**src/rtl/cmdq_pkg.sv**
```systemverilog
package cmdq_pkg;
  localparam int DESC_W = 128;
  localparam int ADDR_W = 64;
  localparam int LEN_W  = 32;
  localparam int CPL_W  = 64;

  typedef enum logic [2:0] {
    ST_IDLE,
    ST_REQ,
    ST_WAIT,
    ST_CPL,
    ST_IRQ
  } seq_state_e;

  function automatic logic [ADDR_W-1:0] desc_addr(input logic [DESC_W-1:0] d);
    return d[ADDR_W-1:0];
  endfunction

  function automatic logic [LEN_W-1:0] desc_len(input logic [DESC_W-1:0] d);
    return d[ADDR_W+LEN_W-1:ADDR_W];
  endfunction
endpackage

```
**src/rtl/cmdq_rst_sync.sv**
```systemverilog
module cmdq_rst_sync #(
  parameter int STAGES = 2
) (
  input  logic clk,
  input  logic rst_n,
  output logic rst_n_sync
);
  logic [STAGES-1:0] sr_q;

  always_ff @(posedge clk or negedge rst_n) begin
    if (!rst_n) sr_q <= '0;
    else        sr_q <= {sr_q[STAGES-2:0], 1'b1};
  end

  assign rst_n_sync = sr_q[STAGES-1];
endmodule

```
**src/rtl/cmdq_ring_mem.sv**
```systemverilog
module cmdq_ring_mem #(
  parameter int DEPTH = 8,
  parameter int WIDTH = 128,
  localparam int AW = $clog2(DEPTH)
) (
  input  logic             clk,
  input  logic             we,
  input  logic [AW-1:0]    waddr,
  input  logic [WIDTH-1:0] wdata,
  input  logic [AW-1:0]    raddr,
  output logic [WIDTH-1:0] rdata
);
  logic [WIDTH-1:0] mem [DEPTH];

  always_ff @(posedge clk) begin
    if (we) mem[waddr] <= wdata;
  end

  assign rdata = mem[raddr];
endmodule

```
**src/rtl/cmdq_doorbell.sv**
```systemverilog
module cmdq_doorbell #(
  parameter int IDX_W = 3
) (
  input  logic             clk,
  input  logic             rst_n,
  input  logic             db_we,
  input  logic [IDX_W-1:0] db_pi,
  input  logic [IDX_W-1:0] ci,
  output logic [IDX_W-1:0] pi,
  output logic             err
);
  logic [IDX_W-1:0] pending_now, pending_new, pi_d;
  logic             accept, reject, pi_en, err_d;

  always_comb begin
    pending_now = pi - ci;
    pending_new = db_pi - ci;
    accept      = db_we && (pending_new >= pending_now);
    reject      = db_we && !accept;
    pi_en       = accept;
    pi_d        = db_pi;
    err_d       = err | reject;
  end

  always_ff @(posedge clk or negedge rst_n) begin
    if (!rst_n) begin
      pi  <= '0;
      err <= 1'b0;
    end else begin
      if (pi_en) pi <= pi_d;
      err <= err_d;
    end
  end
endmodule

```
**src/rtl/cmdq_sequencer.sv**
```systemverilog
module cmdq_sequencer
  import cmdq_pkg::*;
#(
  parameter int IDX_W     = 3,
  parameter int CPL_IDX_W = 3
) (
  input  logic                 clk,
  input  logic                 rst_n,
  input  logic [IDX_W-1:0]     pi,
  input  logic [DESC_W-1:0]    desc,
  input  logic                 exe_ready,
  input  logic                 exe_done,
  output logic [IDX_W-1:0]     ci,
  output logic [CPL_IDX_W-1:0] cpl_wptr,
  output logic                 cpl_we,
  output logic [CPL_W-1:0]     cpl_wdata,
  output logic                 exe_valid,
  output logic [ADDR_W-1:0]    exe_ptr,
  output logic [LEN_W-1:0]     exe_len,
  output logic                 irq
);
  seq_state_e state_q, state_d;
  logic       load_en, adv_en;

  always_comb begin
    state_d = state_q;
    load_en = 1'b0;
    adv_en  = 1'b0;
    unique case (state_q)
      ST_IDLE: if (pi != ci) begin
        load_en = 1'b1;
        state_d = ST_REQ;
      end
      ST_REQ:  if (exe_ready) state_d = ST_WAIT;
      ST_WAIT: if (exe_done)  state_d = ST_CPL;
      ST_CPL: begin
        adv_en  = 1'b1;
        state_d = ST_IRQ;
      end
      ST_IRQ:  state_d = ST_IDLE;
      default: state_d = ST_IDLE;
    endcase
  end

  always_ff @(posedge clk or negedge rst_n) begin
    if (!rst_n) begin
      state_q  <= ST_IDLE;
      ci       <= '0;
      cpl_wptr <= '0;
    end else begin
      state_q <= state_d;
      if (adv_en) begin
        ci       <= ci + 1'b1;
        cpl_wptr <= cpl_wptr + 1'b1;
      end
    end
  end

  always_ff @(posedge clk) begin
    if (load_en) begin
      exe_ptr <= desc_addr(desc);
      exe_len <= desc_len(desc);
    end
  end

  assign exe_valid = (state_q == ST_REQ);
  assign irq       = (state_q == ST_IRQ);
  assign cpl_we    = adv_en;
  assign cpl_wdata = {exe_len, 32'(ci)};
endmodule

```
**src/rtl/cmdq_engine.sv**
```systemverilog
module cmdq_engine
  import cmdq_pkg::*;
#(
  parameter int RING_DEPTH = 8,
  parameter int CPL_DEPTH  = 8,
  localparam int IDX_W     = $clog2(RING_DEPTH),
  localparam int CPL_IDX_W = $clog2(CPL_DEPTH)
) (
  input  logic                 clk,
  input  logic                 rst_n,
  input  logic                 db_we,
  input  logic [IDX_W-1:0]     db_pi,
  input  logic                 ring_we,
  input  logic [IDX_W-1:0]     ring_waddr,
  input  logic [DESC_W-1:0]    ring_wdata,
  input  logic [CPL_IDX_W-1:0] cpl_raddr,
  output logic [CPL_W-1:0]     cpl_rdata,
  output logic [IDX_W-1:0]     pi_o,
  output logic [IDX_W-1:0]     ci_o,
  output logic [CPL_IDX_W-1:0] cpl_wptr_o,
  output logic                 ovf_err_o,
  output logic                 exe_valid,
  output logic [ADDR_W-1:0]    exe_ptr,
  output logic [LEN_W-1:0]     exe_len,
  input  logic                 exe_ready,
  input  logic                 exe_done,
  output logic                 irq_o
);
  logic              rst_n_int;
  logic [DESC_W-1:0] cur_desc;
  logic              cpl_we;
  logic [CPL_W-1:0]  cpl_wdata;

  cmdq_rst_sync #(.STAGES(2)) u_rst (
    .clk(clk), .rst_n(rst_n), .rst_n_sync(rst_n_int)
  );

  cmdq_ring_mem #(.DEPTH(RING_DEPTH), .WIDTH(DESC_W)) u_desc_ring (
    .clk(clk), .we(ring_we), .waddr(ring_waddr), .wdata(ring_wdata),
    .raddr(ci_o), .rdata(cur_desc)
  );

  cmdq_doorbell #(.IDX_W(IDX_W)) u_db (
    .clk(clk), .rst_n(rst_n_int), .db_we(db_we), .db_pi(db_pi),
    .ci(ci_o), .pi(pi_o), .err(ovf_err_o)
  );

  cmdq_sequencer #(.IDX_W(IDX_W), .CPL_IDX_W(CPL_IDX_W)) u_seq (
    .clk(clk), .rst_n(rst_n_int), .pi(pi_o), .desc(cur_desc),
    .exe_ready(exe_ready), .exe_done(exe_done), .ci(ci_o),
    .cpl_wptr(cpl_wptr_o), .cpl_we(cpl_we), .cpl_wdata(cpl_wdata),
    .exe_valid(exe_valid), .exe_ptr(exe_ptr), .exe_len(exe_len), .irq(irq_o)
  );

  cmdq_ring_mem #(.DEPTH(CPL_DEPTH), .WIDTH(CPL_W)) u_cpl_ring (
    .clk(clk), .we(cpl_we), .waddr(cpl_wptr_o), .wdata(cpl_wdata),
    .raddr(cpl_raddr), .rdata(cpl_rdata)
  );
endmodule

```
**config.mk**
```make
export PLATFORM = sky130hd
export DESIGN_NAME = cmdq_engine
export DESIGN_NICKNAME = d
export VERILOG_FILES = /design/src/rtl/cmdq_pkg.sv /design/src/rtl/cmdq_rst_sync.sv /design/src/rtl/cmdq_ring_mem.sv /design/src/rtl/cmdq_doorbell.sv /design/src/rtl/cmdq_sequencer.sv /design/src/rtl/cmdq_engine.sv
export SDC_FILE = /design/constraint.sdc
export NUM_CORES = 1
export LEC_CHECK = 0
export ABC_AREA = 1
export ABC_CLOCK_PERIOD_IN_PS = 2900
export BUFFER_PORTS_ARGS = -buffer_cell sky130_fd_sc_hd__buf_2
export CORE_ASPECT_RATIO = 0.5
export CORE_MARGIN = 3
export CORE_UTILIZATION = 55
export CTS_BUF_LIST = sky130_fd_sc_hd__clkbuf_16
export DETAILED_ROUTE_END_ITERATION = 10
export PLACE_DENSITY = 0.74
export SETUP_SLACK_MARGIN = 0.4
export SYNTH_ARGS = -nofsm -noshare
export SYNTH_HDL_FRONTEND = slang
export SYNTH_SLANG_ARGS = --single-unit
```
**constraint.sdc**
```tcl
create_clock -name clk -period 2.9 [get_ports clk]
set_input_delay 0.58 -clock clk [delete_from_list [all_inputs] [get_ports clk]]
set_output_delay 0.58 -clock clk [all_outputs]
set_load 0.05 [all_outputs]
```
After elaboration in Yosys (flattened, before gate mapping)
Memories as Yosys holds them, arrays and structs flattened. A register that Yosys moved wholly into a read port is not among the register bits.
Index checks and enable logic that the tools add are counted.
{ "totals": {"out_inout_bits": 172, "regBits": 15, "memories": 2, "input_bits": 143, "ram_bits": 1304, "wordCells": 38} }
{ "memory_table": {"columns": ["name", "depth", "width", "read_ports", "rd_clocked_by_memory_dff", "wr", "line_no", "text"], "rows": [
  ["u_desc_ring.mem", 8, 128, 1, 1, 1, "cmdq_ring_mem.sv:13", "logic [WIDTH-1:0] mem [DEPTH];"],
  ["u_cpl_ring.mem", 8, 35, 1, 0, 1, "cmdq_ring_mem.sv:13", null]
]} }
{ "classes": {"n_addsub": 4, "magnitude_cmp": 1, "n_mux": 11, "bitwise": 1, "n_eq_ne": 8, "n_reduce_logical": 5} }
{ "op_table": {"columns": ["cell", "count"], "rows": [
  ["3-bit one-hot mux with 4 select lines", 1],
  ["3-bit two-way mux", 3],
  ["1-bit two-way mux", 7],
  ["3-bit by 1-bit adder with 3-bit output, second input constant", 2],
  ["3-bit by 2-bit equality test with 1-bit output, second input constant", 2],
  ["3-bit subtractor", 2],
  ["2-bit by 1-bit != test with 1-bit output, second input constant", 2],
  ["3-bit by 1-bit equality test with 1-bit output, second input constant", 1],
  ["3-bit equality test, second input constant", 1],
  ["3-bit >= comparator", 1],
  ["3-bit zero test", 1],
  ["3-bit != test", 1],
  ["3-bit AND reduction", 1],
  ["1-bit logical AND", 2],
  ["2-bit != test, second input constant", 1],
  ["1-bit zero test", 1],
  ["1-bit OR", 1]
]} }

Depth between registers and ports, before layout
Gate-level depths: netlist of run 1.
{ "depth": {"ltp_word": 6, "ltp_mapped": 12, "ltp_nobuf": 12} }

By module
Synthesis of run 1 repeated with hierarchy kept, for this count alone.
{ "unflattened": {"hier_cells": 6935, "area_unflattened_um2": 71179.5} }
{ "modules_own_cells": {"columns": ["module", "area_per_inst_um2", "n_inst", "seq_area_each_um2", "cells_per_inst"], "rows": [
  ["cmdq_ring_mem (u_desc_ring)", 44515.2, 1, 30749.5, 4442],
  ["cmdq_ring_mem (u_cpl_ring)", 22376.5, 1, 15374.7, 2230],
  ["cmdq_sequencer", 3888.7, 1, 3108.0, 220],
  ["cmdq_doorbell", 345.3, 1, 100.1, 40],
  ["cmdq_rst_sync", 53.8, 1, 50.0, 3]
]} }

Worst setup path after synthesis of run 1
No wires, ideal clock.
{ "synth_path": {"kind": "register to register", "start": "register u_seq.ci[1]", "end": "register u_seq.exe_len[0] (read register of u_desc_ring.mem), enable pin", "n_path_buf": 2, "slack_ns": -6.377, "path_stages_with_launch": 8, "arrival_time_ns": 8.580, "setup_time_ns": 0.697, "cell_sequence": "dfrtp_1 inv_2 buf_2 buf_2 ha_1 nand2_1 inv_1 a21boi_0"} }
{ "synth_via": {"elab_chain_len": 3} }
{ "synth_rtl": {"columns": ["item", "line_no", "text"], "rows": [
  ["start: declaration", "cmdq_sequencer.sv:13", "output logic [IDX_W-1:0] ci,"],
  ["start signal: assignment", "cmdq_sequencer.sv:53", "ci <= ci + 1'b1;"],
  ["3-bit != test", "cmdq_sequencer.sv:30", "ST_IDLE: if (pi != ci) begin"],
  ["1-bit two-way mux", "cmdq_sequencer.sv:30", null],
  ["1-bit two-way mux", "cmdq_sequencer.sv:29", "unique case (state_q)"],
  ["named net u_seq.load_en", "cmdq_sequencer.sv:23", "logic load_en, adv_en;"],
  ["end: declaration", "cmdq_sequencer.sv:19", "output logic [LEN_W-1:0] exe_len,"]
]} }
The timed path passes the listed nets, and every way through them passes these cells.
A chain may end at the register's enable or synchronous reset.

Worst setup path after layout of run 1
{ "layout_path": {"start": "input cpl_raddr[0]", "end": "output cpl_rdata[33]"} }
{ "layout_via": {"elab_chain_len": 1} }
{ "layout_rtl": {"columns": ["item", "line_no", "text"], "rows": [
  ["start: declaration", "cmdq_engine.sv:16", "input logic [CPL_IDX_W-1:0] cpl_raddr,"],
  ["memory read 8 x 35 bit", null, null],
  ["end: declaration", "cmdq_engine.sv:17", "output logic [CPL_W-1:0] cpl_rdata,"]
]} }
No other way between the ends.

==> results of run 1 <==
-- area by class of cell --
cell class,count,area (um2),share of cell area
inverters,27,165,0.00319
flip-flops and latches,1159,34700,0.671
diodes,17,42.5,0.000822
clock buffers,104,2600,0.0503
well taps,1102,1380,0.0266
multi-input cells,2347,9860,0.191
clock inverters,71,445,0.00860
repair buffers,330,2530,0.0490
-- per-layer routing --
layer,part of all wire,vias up,track usage
met2,0.50,945,0.386
met5,0.00040,-,0
li1,-,13200,-
met3,0.066,185,0.0356
met4,0.029,6,0.0835
met1,0.41,13600,0.311
-- cell families (layout without fill, tap and decap cells) --
kind of cell    after synthesis  in the layout  share of synthesized area
xor+xnor                      6              6                    0.00115
simple gates               1772           1772                      0.146
other cells                   2             47                   0.000164
fa+ha+maj                    10             10                    0.00307
flops                      1159           1159                      0.761
compound gates              529            529                     0.0581
buf+inv                     257            532                     0.0308
-- layout by cell type (no fill, tap or decap), types with 2 or more instances in the layout --
master,count
buf_6,2
nor3_1,3
o21ai_0,358
nand2_8,5
bufinv_16,5
clkbuf_4,9
clkinv_1,22
dfrtp_1,12
inv_6,2
buf_4,27
dfrtp_4,3
ha_1,7
clkinvlp_4,3
xor2_1,5
inv_2,3
o21ai_1,168
diode_2,17
inv_16,3
buf_2,242
nand2_2,2
inv_8,2
buf_16,3
buf_12,42
nor2_4,16
clkinv_2,19
nand2_1,682
nand3_1,10
clkbuf_16,106
nor2_1,1052
fa_1,2
inv_1,38
edfxtp_1,1144
conb_1,30
-- final timing paths --
path / cells after the start / slack (ns) / start / end
setup / recovery: 8 / 0.41 / cpl_raddr[0] / cpl_rdata[33]
min in group asynchronous: 0 / 0.23 / u_rst.sr_q[1] / u_seq.ci[2]
hold reg to reg: 0 / 0.23 / u_rst.sr_q[1] / u_seq.ci[2]
max in group asynchronous: 0 / 2.24 / u_rst.sr_q[1] / u_seq.ci[1]
hold / removal: 1 / 0.18 / ring_wdata[62] / u_desc_ring.mem[0][62]
setup reg to reg: 10 / 0.52 / u_seq.ci[1] / u_db.pi[0]
-- report_power, final --
group / internal (mW) / leakage, nW / switching [mW] / total (mW)
sequential: 21.3 / 10.6 / 1.05 / 22.3
clock: 6.89 / 1.59 / 5.70 / 12.6
combinational: 4.11 / 6.78 / 11.9 / 16.0
total: 32.3 / 19.0 / 18.6 / 50.9
-- critical path, cell delays in order --
cell     delay, ns
buf_6         0.16
inv_2         0.12
buf_12        0.28
o21ai_0       0.16
nand2_1       0.09
nand2_1       0.05
nand2_1       0.12
buf_2         0.28
-- registers in the layout, summed over array words and instances, names as in the netlist --
name	count
u_seq.ci	3
u_seq.exe_ptr	64
u_rst.sr_q	2
u_cpl_ring.mem	280
u_seq.state_q	3
u_desc_ring.mem	768
u_db.err	1
u_db.pi	3
u_seq.exe_len	32
u_seq.cpl_wptr	3
-- repair_timing --
action,4_1_cts,5_1_grt
endpoints found under the setup margin,4,36
gates cloned,1,2
buffers inserted,0,1
hold buffers,1,0
gates resized for setup,4,14
endpoints found under the hold margin,2,0
==> flow_summary.ini, run 1 <==
[floorplan]
dieWidth_um = 413
initial_core_util = 0.557
rows = 74
core_area_um2 = 81900
ioPinCount = 315
die_h_um = 210
die-area_um2 = 86700

[synth]
yosysSeqAreaShare = 0.761
synth.area.top_cells = edfxtp_1 (75%), nor2_1 (8.8%), nand2_1 (5.7%)
yosys.cell_types.count = 27
synth_edf_count = 1144
synth_common_cells = edfxtp_1 (1,144), nor2_1 (1,068), nand2_1 (689), o21ai_0 (358), o21ai_1 (168)
netlist_area_um2 = 45700
yosys.area.top_type = edfxtp_1
syn_avg_cell_area_um2 = 12.2
yosys_warnings = 0
synth_top_area_frac = 0.752
ys_ff_latch = 1159
synth_most_common_cell = edfxtp_1
synth-async-reset-ratio = 0.0129
synth_ff_type = edfxtp_1
synthCells = 3735

[setup_path]
start_kind = input pin
crit_type = in2out
cp.required_ns = 2.32
crit_arrival_ns = 1.91
cp_max_fo = 78
cp-end-kind = output pin

[layout]
layout-drive-gt1-share = 0.124
filler_cell_count = 5808
stdcell_count = 5157
postLayoutCoreUtil = 0.632
syn2layout_area_growth_pct = 13.4
final_area_um2 = 51800
nets = 4117

[detailed_routing]
drcViolationCount = 0
route.vias.total = 28000
first_pass_iters = 8
wl_per_cell_um = 19.7
drt_iter0_markers = 2724
viasPerCell = 5.42
postRouteAntennaNets = 0
routed_wl_um = 102000

[timing]
period_needed_ns = 2.49
fin_ws_ns = 0.414
holdWs_ns = 0.184
fmax_mhz = 402
tns_ns = 0
finalCritPeriodShare = 0.857
finalClockSkew_ns = 0.0139
setup_viol = 0
slew_viol_final = 0
hold_violations = 0
worst_slew_pin_slew_ns = 0.807
slew-limit-headroom = 0.462
rsz0062_at_grt = true

[run_status]
status = complete, no violations

[worst_hold_path]
min_path_type = in2reg

[job]
max_cap_viol_count = 0

[place]
placedCellCount = 4960
gp_congestion = 0.782
place_area_um2 = 48500
hpwlAfterDp_um = 52400
dp_slack_ns = 0.300
port_buffers = 253

[power_and_ir_drop]
power.total_mw = 50.9
irDropWorstVdd_uv = 798
powerDensity_nw_per_um2 = 983
power.leakage_nw = 19.0

[clocking]
cts_tree = yes
clk_latency_ns = 0.66
cts-root-buf = clkbuf_16
cts_buffers = 99
cts.sinks = 1159
cts_buffer_depth = 3
htree_levels = 3
clk_pin_slew_ns = 0.06

[global_routing]
grt_pass1_vias = 27100
grt_overflow = 0
grt_max_degree = 128
grtUsageTotal = 0.231
grt_pass1_wl_um = 153000
antenna_found_initial = 20
Note: power is estimated with default switching activity, not from simulation.
==> run 2, diff against run 1 <==
- ABC_AREA: 1 -> default
- ABC_CLOCK_PERIOD_IN_PS: 2900 -> 3100
- CTS_BUF_LIST: sky130_fd_sc_hd__clkbuf_16 -> sky130_fd_sc_hd__clkbuf_8
- clock period: 2.9 -> 3.1 ns (I/O delays scaled with it)
==> run 2 against run 1 <==
Compared with the run above:
- global-route usage down 2.7 points
- count of clock-buffer cells in the layout up 64
- final area down 4.3%
- critical path type is now reg2out
- largest cell class unchanged
- largest power group unchanged
==> flow_summary.ini, run 2 <==
[setup_path]
crit_arrival_ns = 2.08
crit_type = reg2out
cp.required_ns = 2.48
path_delay_family = multiplexers
slowest_stage = mux4_2
r2r-start = u_seq.ci[0]
max_stage_delay_ns = 0.47
timing.rr.end = u_db.pi[0]
rr_worst_depth = 9
cp_max_fo = 1
path_cells = mux4_2, mux2_4, buf_8
cp-end-kind = output pin
path_buf_inv = 1
start_kind = flop
r2r_slack_ns = 0.65

[timing]
worst_slew_pin_slew_ns = 0.735
finalClockSkew_ns = 0.0205
fmax_mhz = 370
tns_ns = 0
hold_violations = 0
finalCritPeriodShare = 0.871
period_needed_ns = 2.70
slew_viol_final = 0
slew-limit-headroom = 0.510
fin_ws_ns = 0.400
rsz0062_at_grt = true
setup_viol = 0

[synth]
synthAdderAreaFrac = 0.00323
yosysSeqAreaShare = 0.800
synth_top_family_by_area = multiplexers
synth_xor_xnor_area_share = 0.00161
synthCells = 1753
yosys.cell_types.count = 29
synth-compound-area-share = 0.00213
synth-async-reset-ratio = 0.0129
netlist_area_um2 = 43400
synth_edf_count = 1144
ys_ff_latch = 1159
syn_avg_cell_area_um2 = 24.8
yosys_warnings = 0
synth_top_area_frac = 0.792
synth.area.mux_share = 0.170
synth_most_common_cell = edfxtp_1
yosys.area.top_type = edfxtp_1
synth.area.top_cells = edfxtp_1 (79%), mux4_2 (14%), mux2_2 (3.4%)
synthSimpleGateAreaFrac = 0.00582
synth_ff_type = edfxtp_1
synth_common_cells = edfxtp_1 (1,144), mux4_2 (262), mux2_2 (132), buf_4 (29), clkbuf_1 (28)

[layout]
regArea_um2 = 34700
multi_input_area_um2 = 8360
final_cell_mix = edfxtp_1 (1,144), mux4_2 (262), buf_2 (217)
filler_cell_count = 4993
syn2layout_area_growth_pct = 14.2
largest_register_ff_count = 768
top_register = u_desc_ring.mem
layout-drive-gt1-share = 0.405
reg.largest.list = u_desc_ring.mem: 768 flops, u_cpl_ring.mem: 280 flops, u_seq.exe_ptr: 64 flops
nets = 2296
postLayoutCoreUtil = 0.637
final_common_cell = edfxtp_1

[clocking]
htree_levels = 4
cts-root-buf = clkbuf_8
cts_buffers = 157
clk_latency_ns = 0.75
clk_pin_slew_ns = 0.07
cts_buffer_depth = 3
cts_tree = yes
cts.sinks = 1159

[detailed_routing]
drt_iter0_markers = 1728
routed_wl_um = 82000
drcViolationCount = 0
wl_per_cell_um = 24.9
route.vias.total = 18900
viasPerCell = 5.74
postRouteAntennaNets = 0
first_pass_iters = 5

[power_and_ir_drop]
cellInternalPower_mw = 29.3
seqPwrFrac = 0.484
irDropWorstVdd_uv = 869
p_clk_frac = 0.240
p_sw_mw = 13.6
pwr-share-comb = 0.276
powerDensity_nw_per_um2 = 867
power.leakage_nw = 16.3
swShare = 0.317

[job]
max_cap_viol_count = 0

[worst_hold_path]
holdPathStages = 2
min_path_type = in2reg
min-delay-start = db_we
holdPathEnd = u_db.err

[global_routing]
grt_max_degree = 97
antenna_found_initial = 13
grt_pass1_wl_um = 125000
grtUsageTotal = 0.204
grt_overflow = 0
grt_pass1_vias = 20000

[floorplan]
die_h_um = 205
die-area_um2 = 82500
ioPinCount = 315
initial_core_util = 0.558
core_area_um2 = 77700
dieWidth_um = 403
rows = 72

[place]
hpwlAfterDp_um = 44200
dp_slack_ns = 0.267
port_buffers = 253
gp_congestion = 0.739

[run_status]
status = complete, no violations
[run 2: power groups by stage]
stage / logic, mW / clock network [mW] / registers, mW
global route: 12.6 / 11.4 / 20.9
finish: 11.9 / 10.3 / 20.8
floorplan: 6.52 / 0 / 23.4
detailed placement: 11.8 / 0 / 21.2
global placement: 11.7 / 0 / 21.1
CTS: 11.9 / 10.6 / 20.8
[run 2: worst max path at each step]
stage,slack (ns),end,cells after the start,startpoint
after floorplan,-1.90,u_seq.exe_len[0],8,u_seq.ci[1]
after global routing,0.30,cpl_rdata[63],3,u_cpl_ring.mem[0][34]
final,0.40,cpl_rdata[40],3,u_cpl_ring.mem[4][11]
after global placement,0.27,cpl_rdata[52],5,cpl_raddr[1]
after CTS,0.35,cpl_rdata[63],3,u_cpl_ring.mem[4][34]
after detailed placement,0.27,cpl_rdata[52],5,cpl_raddr[1]
[run 2: per-layer routing]
layer  wire length (um)  vias up  track usage
li1                   -     8163            -
met1              33900    10000        0.278
met2              42200      531        0.337
met3               4120      126       0.0452
met4               1790        6       0.0624
met5                 52        -            0
[run 2: final cells by class]
cell class | instances | share of cell area
clock inverters | 93 | 0.00818
clock buffers | 168 | 0.0467
diodes | 7 | 0.000354
repair buffers | 308 | 0.0478
well taps | 1036 | 0.0262
inverters | 10 | 0.000909
multi-input cells | 507 | 0.169
flip-flops and latches | 1159 | 0.701
[run 2: cell families (layout without fill, tap and decap cells)]
kind of cell | count (synthesis) | in the layout
flip-flops | 1159 | 1159
multiplexers | 394 | 394
buffers and inverters | 115 | 579
AND/OR/NAND/NOR | 50 | 50
AO/OA/AOI/OAI | 15 | 15
adder cells (fa/ha/maj) | 10 | 10
XOR/XNOR | 8 | 8
other | 2 | 37
[run 2: metrics by stage]
| stage | total power, mW | instances | hold WS [ns] | cell area, um2 |
|---|---|---|---|---|
| after global placement | 32.7 | 3013 | 0.235 | 46300 |
| final | 42.9 | 3288 | 0.122 | 49500 |
| after global routing | 45.0 | 3288 | 0.0668 | 49500 |
| after CTS | 43.4 | 3276 | 0.0670 | 49400 |
| after detailed placement | 32.9 | 3013 | 0.238 | 46300 |
| after floorplan | 29.9 | 1781 | 0.160 | 43700 |
[run 2: what timing repair did]
action	4_1_cts	5_1_grt
hold endpoints to repair	2	0
cloned	1	0
setup buffers	0	5
hold buffers	1	0
resized for setup	87	25
setup endpoints to repair	35	36
